--- src/rtl/usec_pkg.sv ---
package usec_pkg;
    localparam int FIELD_W = 8;
    localparam int CFG_W   = 2 * FIELD_W;

    typedef struct packed {
        logic [FIELD_W-1:0] dividend;
        logic [FIELD_W-1:0] divisor;
    } rate_cfg_t;

    localparam rate_cfg_t CFG_RESET = '{dividend: '0, divisor: FIELD_W'(12)};
endpackage

--- src/rtl/frac_tick_gen.sv ---
module frac_tick_gen
    import usec_pkg::*;
#(
    parameter int ACC_W = FIELD_W + 2
) (
    input  logic      clk,
    input  logic      rst_n,
    input  logic      clk_en,
    input  logic      clear,
    input  rate_cfg_t cfg,
    output logic      tick
);
    typedef struct packed {
        logic [ACC_W-1:0] acc;
    } gen_state_t;

    gen_state_t st_d, st_q;
    logic [ACC_W-1:0] inc, den, sum, rem;

    always_comb begin
        inc  = ACC_W'(cfg.dividend) + ACC_W'(1);
        den  = ACC_W'(cfg.divisor) + ACC_W'(1);
        sum  = st_q.acc + inc;
        rem  = sum - den;
        st_d = st_q;
        tick = 1'b0;
        if (clear) begin
            st_d.acc = '0;
        end else if (clk_en) begin
            if (sum >= den) begin
                tick     = 1'b1;
                // residue stays below the modulus; excess rate is dropped
                st_d.acc = (rem >= den) ? den - ACC_W'(1) : rem;
            end else begin
                st_d.acc = sum;
            end
        end
    end

    always_ff @(posedge clk or negedge rst_n) begin
        if (!rst_n) st_q <= '0;
        else        st_q <= st_d;
    end

    AST_ACC_BELOW_MOD: assert property (@(posedge clk) disable iff (!rst_n)
        st_q.acc < den);
    AST_CLEAR_PHASE: assert property (@(posedge clk) disable iff (!rst_n)
        clear |=> st_q.acc == '0);
    AST_GATED_HOLD: assert property (@(posedge clk) disable iff (!rst_n)
        (!clk_en && !clear) |=> $stable(st_q.acc));
    AST_SAT_EVERY_CYCLE: assert property (@(posedge clk) disable iff (!rst_n)
        (clk_en && !clear && (inc > den)) |-> tick);
endmodule

--- src/rtl/usec_counter.sv ---
module usec_counter #(
    parameter int              CNT_W       = 32,
    parameter logic [CNT_W-1:0] RESET_COUNT = '0
) (
    input  logic             clk,
    input  logic             rst_n,
    input  logic             tick,
    output logic [CNT_W-1:0] count
);
    typedef struct packed {
        logic [CNT_W-1:0] cnt;
    } cnt_state_t;

    cnt_state_t st_d, st_q;

    always_comb begin
        st_d = st_q;
        if (tick) st_d.cnt = st_q.cnt + CNT_W'(1);
    end

    always_ff @(posedge clk or negedge rst_n) begin
        if (!rst_n) st_q.cnt <= RESET_COUNT;
        else        st_q     <= st_d;
    end

    assign count = st_q.cnt;

    AST_STEP_ONE: assert property (@(posedge clk) disable iff (!rst_n)
        1'b1 |=> (count == $past(count)) || (count == $past(count) + CNT_W'(1)));
    AST_IDLE_HOLD: assert property (@(posedge clk) disable iff (!rst_n)
        !tick |=> $stable(count));
    AST_WRAP_ZERO: assert property (@(posedge clk) disable iff (!rst_n)
        (tick && (count == '1)) |=> count == '0);
endmodule

--- src/rtl/usec_regs.sv ---
module usec_regs
    import usec_pkg::*;
#(
    parameter int ADDR_W  = 3,
    parameter int DATA_W  = 32,
    parameter int CNT_W   = 32,
    parameter int CNT_OFF = 0,
    parameter int CFG_OFF = 4
) (
    input  logic              clk,
    input  logic              rst_n,
    input  logic [ADDR_W-1:0] addr,
    input  logic              wr,
    input  logic              rd,
    input  logic [DATA_W-1:0] wdata,
    input  logic [CNT_W-1:0]  count,
    output rate_cfg_t         cfg,
    output logic              cfg_wr,
    output logic [DATA_W-1:0] rdata
);
    typedef struct packed {
        rate_cfg_t         cfg;
        logic [DATA_W-1:0] rdata;
    } reg_state_t;

    reg_state_t st_d, st_q;
    logic hit_cnt, hit_cfg;
    logic unused_wdata_hi;

    assign unused_wdata_hi = ^wdata[DATA_W-1:CFG_W];

    always_comb begin
        hit_cnt = (addr == ADDR_W'(CNT_OFF));
        hit_cfg = (addr == ADDR_W'(CFG_OFF));
        cfg_wr  = wr && hit_cfg;
        st_d    = st_q;
        if (cfg_wr) st_d.cfg = rate_cfg_t'(wdata[CFG_W-1:0]);
        if (rd) begin
            if (hit_cnt)      st_d.rdata = DATA_W'(count);
            else if (hit_cfg) st_d.rdata = DATA_W'(st_q.cfg);
            else              st_d.rdata = '0;
        end
    end

    always_ff @(posedge clk or negedge rst_n) begin
        if (!rst_n) begin
            st_q.cfg   <= CFG_RESET;
            st_q.rdata <= '0;
        end else begin
            st_q <= st_d;
        end
    end

    assign cfg   = st_q.cfg;
    assign rdata = st_q.rdata;

    AST_UNMAPPED_ZERO: assert property (@(posedge clk) disable iff (!rst_n)
        (rd && !hit_cnt && !hit_cfg) |=> rdata == '0);
    AST_COUNT_READ: assert property (@(posedge clk) disable iff (!rst_n)
        (rd && hit_cnt) |=> rdata == DATA_W'($past(count)));
    AST_CFG_HOLD: assert property (@(posedge clk) disable iff (!rst_n)
        !cfg_wr |=> $stable(cfg));
endmodule

--- src/rtl/usec_timebase.sv ---
module usec_timebase
    import usec_pkg::*;
#(
    parameter int               ADDR_W      = 3,
    parameter int               DATA_W      = 32,
    parameter int               CNT_W       = 32,
    parameter logic [CNT_W-1:0] RESET_COUNT = '0
) (
    input  logic              clk,
    input  logic              rst_n,
    input  logic              clk_en,
    input  logic [ADDR_W-1:0] reg_addr,
    input  logic              reg_wr,
    input  logic              reg_rd,
    input  logic [DATA_W-1:0] reg_wdata,
    output logic [DATA_W-1:0] reg_rdata
);
    localparam int ACC_W = FIELD_W + 2;

    rate_cfg_t        cfg;
    logic             cfg_wr;
    logic             tick;
    logic [CNT_W-1:0] count;

    usec_regs #(
        .ADDR_W(ADDR_W), .DATA_W(DATA_W), .CNT_W(CNT_W),
        .CNT_OFF(0), .CFG_OFF(4)
    ) u_regs (
        .clk(clk), .rst_n(rst_n), .addr(reg_addr), .wr(reg_wr), .rd(reg_rd),
        .wdata(reg_wdata), .count(count), .cfg(cfg), .cfg_wr(cfg_wr),
        .rdata(reg_rdata)
    );

    frac_tick_gen #(.ACC_W(ACC_W)) u_gen (
        .clk(clk), .rst_n(rst_n), .clk_en(clk_en), .clear(cfg_wr),
        .cfg(cfg), .tick(tick)
    );

    usec_counter #(.CNT_W(CNT_W), .RESET_COUNT(RESET_COUNT)) u_cnt (
        .clk(clk), .rst_n(rst_n), .tick(tick), .count(count)
    );

    AST_GATE_FREEZE: assert property (@(posedge clk) disable iff (!rst_n)
        !clk_en |=> $stable(count));
    AST_WRITE_KEEPS_COUNT: assert property (@(posedge clk) disable iff (!rst_n)
        cfg_wr |=> $stable(count));
endmodule

--- config.mk ---
export PLATFORM = sky130hd
export DESIGN_NAME = usec_timebase
export DESIGN_NICKNAME = d
export VERILOG_FILES = /design/src/rtl/usec_pkg.sv /design/src/rtl/frac_tick_gen.sv /design/src/rtl/usec_counter.sv /design/src/rtl/usec_regs.sv /design/src/rtl/usec_timebase.sv
export SDC_FILE = /design/constraint.sdc
export NUM_CORES = 1
export LEC_CHECK = 0
export BUFFER_PORTS_ARGS = -buffer_cell sky130_fd_sc_hd__buf_4
export CAP_MARGIN = 20
export CORE_ASPECT_RATIO = 0.5
export CORE_UTILIZATION = 39
export CTS_CLUSTER_DIAMETER = 120
export DETAILED_ROUTE_END_ITERATION = 10
export PLACE_DENSITY = 0.59
export REMOVE_ABC_BUFFERS = 1
export SLEW_MARGIN = 0
export SYNTH_ARGS = -nofsm -noshare
export SYNTH_HDL_FRONTEND = slang
export SYNTH_SLANG_ARGS = --single-unit
export TNS_END_PERCENT = 100
--- constraint.sdc ---
create_clock -name clk -period 4.1 [get_ports clk]
set_input_delay 0.82 -clock clk [delete_from_list [all_inputs] [get_ports clk]]
set_output_delay 0.82 -clock clk [all_outputs]
set_load 0.1 [all_outputs]
==> flow_summary.json <==
{
  "outcome": "finished with violations",
  "violations": "negative setup slack",
  "ys_types": 61,
  "max-cap-violations": 0,
  "yosys_warnings": 0,
  "place_congestion": 0.868,
  "post-route-period-util_pct": 104,
  "syn-cell-area_sq_um": 5410,
  "ys_ff_latch": 90,
  "first_pass_iters": 4,
  "busiest_layer": "met2",
  "drive_gt1_share_pct": 33.7,
  "use_met3_pct": 3.50,
  "design_area_sq_um": 7370,
  "rsz0062_at_grt": "yes",
  "clk_pin_slew_ps": 70,
  "num_vias": 4638,
  "use_met2_pct": 35.3,
  "clk_path_buf_depth": 2,
  "hold_slack_ps": 437,
  "final_util_pct": 56.3,
  "chipHeight_um": 85.3,
  "place_area_sq_um": 6480,
  "clk_latency_ps": 340,
  "port-buffer-count": 55,
  "fin_crit_ps": 4250,
  "core.rowCount": 29,
  "grt_overflow_total": 0,
  "cp.arrival_ps": 4520,
  "clock_skew_ps": 11.6,
  "syn_area_per_cell_sq_um": 9.20,
  "fmax_ghz": 0.235,
  "die_x_um": 169,
  "tightest_slew_ps": 697,
  "cts_tree": "built",
  "numCtsBuffers": 9,
  "io_pins": 72,
  "ys.flop_type": "dfrtp_1",
  "ant_nets": 0,
  "fill_cells": 1184,
  "vias_per_cell": 5.13,
  "start_kind": "register",
  "drc": 0,
  "fin_ws_ps": -152,
  "worst-setup-path-type": "reg2reg",
  "syn_to_final_growth_pct": 36.3,
  "htree_levels": 3,
  "cp-end-kind": "register",
  "crit_fanout": 8,
  "critPathSlowestCell": "dfrtp_2",
  "grtUsageMet1_pct": 26.0,
  "cp_cell_sequence": "ha_4 > nand3_4 > xnor2_4 > ha_4 > a21boi_4 > o21ai_2 > nand2b_1 > xor2_2 > ha_1 > o21a_1 > nor2_2 > a41oi_2 > xor2_1 > ha_1 > a211oi_2 > buf_4 > a21o_4 > a21oi_2 > or3_1 > a31oi_1",
  "grt_pass1_wl_mm": 22.8,
  "required_ps": 4360,
  "drt-total-wl_mm": 13.9,
  "hold_class": "in2async",
  "drt_iter0_drc": 223,
  "synth_edf_count": 0,
  "fin_nets": 786,
  "start_util_pct": 41.3,
  "place_ws_ps": -461,
  "postSynthCellCount": 588,
  "async_flop_share_pct": 100,
  "grt_max_degree": 65,
  "antenna_cells": 0,
  "cp_slowest_stage_delay_ps": 420,
  "coreArea_sq_um": 13100,
  "yosysSeqAreaShare_pct": 41.7,
  "grt_usage_pct": 20.0,
  "antenna_found_initial": 0,
  "die_area_sq_um": 14400,
  "setup_viol": 9,
  "report.final.slew_viol_count": 0,
  "hpwlAfterDp_mm": 10.0,
  "slew-limit-headroom_pct": 53.4,
  "cts_root_buf": "clkbuf_16",
  "hold_violations": 0,
  "grt_pass1_vias": 4671,
  "cts.sinks": 90,
  "wire_per_inst_um": 15.4
}
[cells in the mapped netlist (all sizes together) (4+ instances only)]
cell	number	area, sq um
ha	31	388
xor2	25	226
xnor2	39	368
clkbuf	20	75.1
o21a	4	30.0
or3	4	30.0
a21oi	35	179
nand3	48	240
a31oi	6	37.5
buf	4	28.8
nand2	63	236
and3	13	81.3
a22oi	16	120
nor3	10	50.1
o21ai	40	204
nor2	41	154
nand2b	5	31.3
nand4	9	77.6
a21o	12	91.3
dfrtp	88	2200
inv	30	113
[area by class of cell]
class	instances	area (sq um)	share of cell area, %
multi-input combinational	444	3440	46.6
sequential	90	2260	30.6
timing repair buffer	138	1050	14.3
tap	186	233	3.16
clock buffer	9	225	3.05
inverter	30	113	1.53
clock inverter	7	60.1	0.814
[final timing paths]
path,slack (ps),from,end,cells past startpoint
worst max-delay path,-150,u_regs.cfg[8],u_gen.st_q[2],20
worst min-delay path,440,rst_n,u_regs.cfg[0],1
worst max register to register,-150,u_regs.cfg[8],u_gen.st_q[2],20
worst min register to register,470,u_cnt.count[31],u_cnt.count[31],1
max in group asynchronous,2870,rst_n,u_regs.rdata[22],2
min in group clk,470,u_cnt.count[31],u_cnt.count[31],1
[state kept, by name, summed over array words and instances, names as in the netlist]
register and flops:
u_cnt.count 32, u_gen.st_q 10, u_regs.cfg 16, u_regs.rdata 32
[metal layers]
layer  wire length [um]  share of wire, %
met1               6620                48
met2               6740                49
met3                398               2.9
met4                136              0.98
met5                  0                 0
[kinds of logic (layout without fill, tap and decap cells)]
family | count (synthesis) | in the layout | synth area share (%)
xor+xnor | 64 | 64 | 11.0
flops | 90 | 90 | 41.7
mux | 2 | 2 | 0.393
buf+inv | 54 | 184 | 4.00
compound gates | 135 | 135 | 15.8
simple gates | 210 | 210 | 19.3
fa+ha+maj | 33 | 33 | 7.91
[cell usage in the layout, fill, tap and decap left out, drive strengths merged, types with 5 or more instances in the layout]
cell type    n
o21ai       40
dfrtp       88
a21oi       35
nand2       63
clkbuf       9
a21o        12
xnor2       39
xor2        25
a31oi        6
and3        13
nor2        41
nand3       48
a22oi       16
nand4        9
inv         33
buf        138
nor3        10
ha          31
nand2b       5
[through the flow]
step	cells	setup TNS, ps
floorplan	564	-161
global placement	875	-4190
detailed placement	875	-5500
CTS	896	-212
global route	904	-3020
finish	904	-621
[what timing repair did]
action	CTS	global route
endpoints found under the setup margin	37	41
pin swaps	26	50
resized for setup	44	55
setup buffers	5	8
hold buffers	0	0
[worst max-delay path, delay by kind of cell (launching register included)]
| kind | cells | cell delay, ps |
|---|---|---|
| xor gates and xnor gates | 3 | 660 |
| buffers and inverters | 1 | 160 |
| and+or+nand+nor | 4 | 580 |
| AOI/OAI and AO/OA | 8 | 1340 |
| adders and majority gates | 4 | 1010 |
| DFF | 1 | 420 |
Power is left out: the tool's default activity adds up to more than one toggle a clock period on the data nets, which glitch-free logic cannot reach.
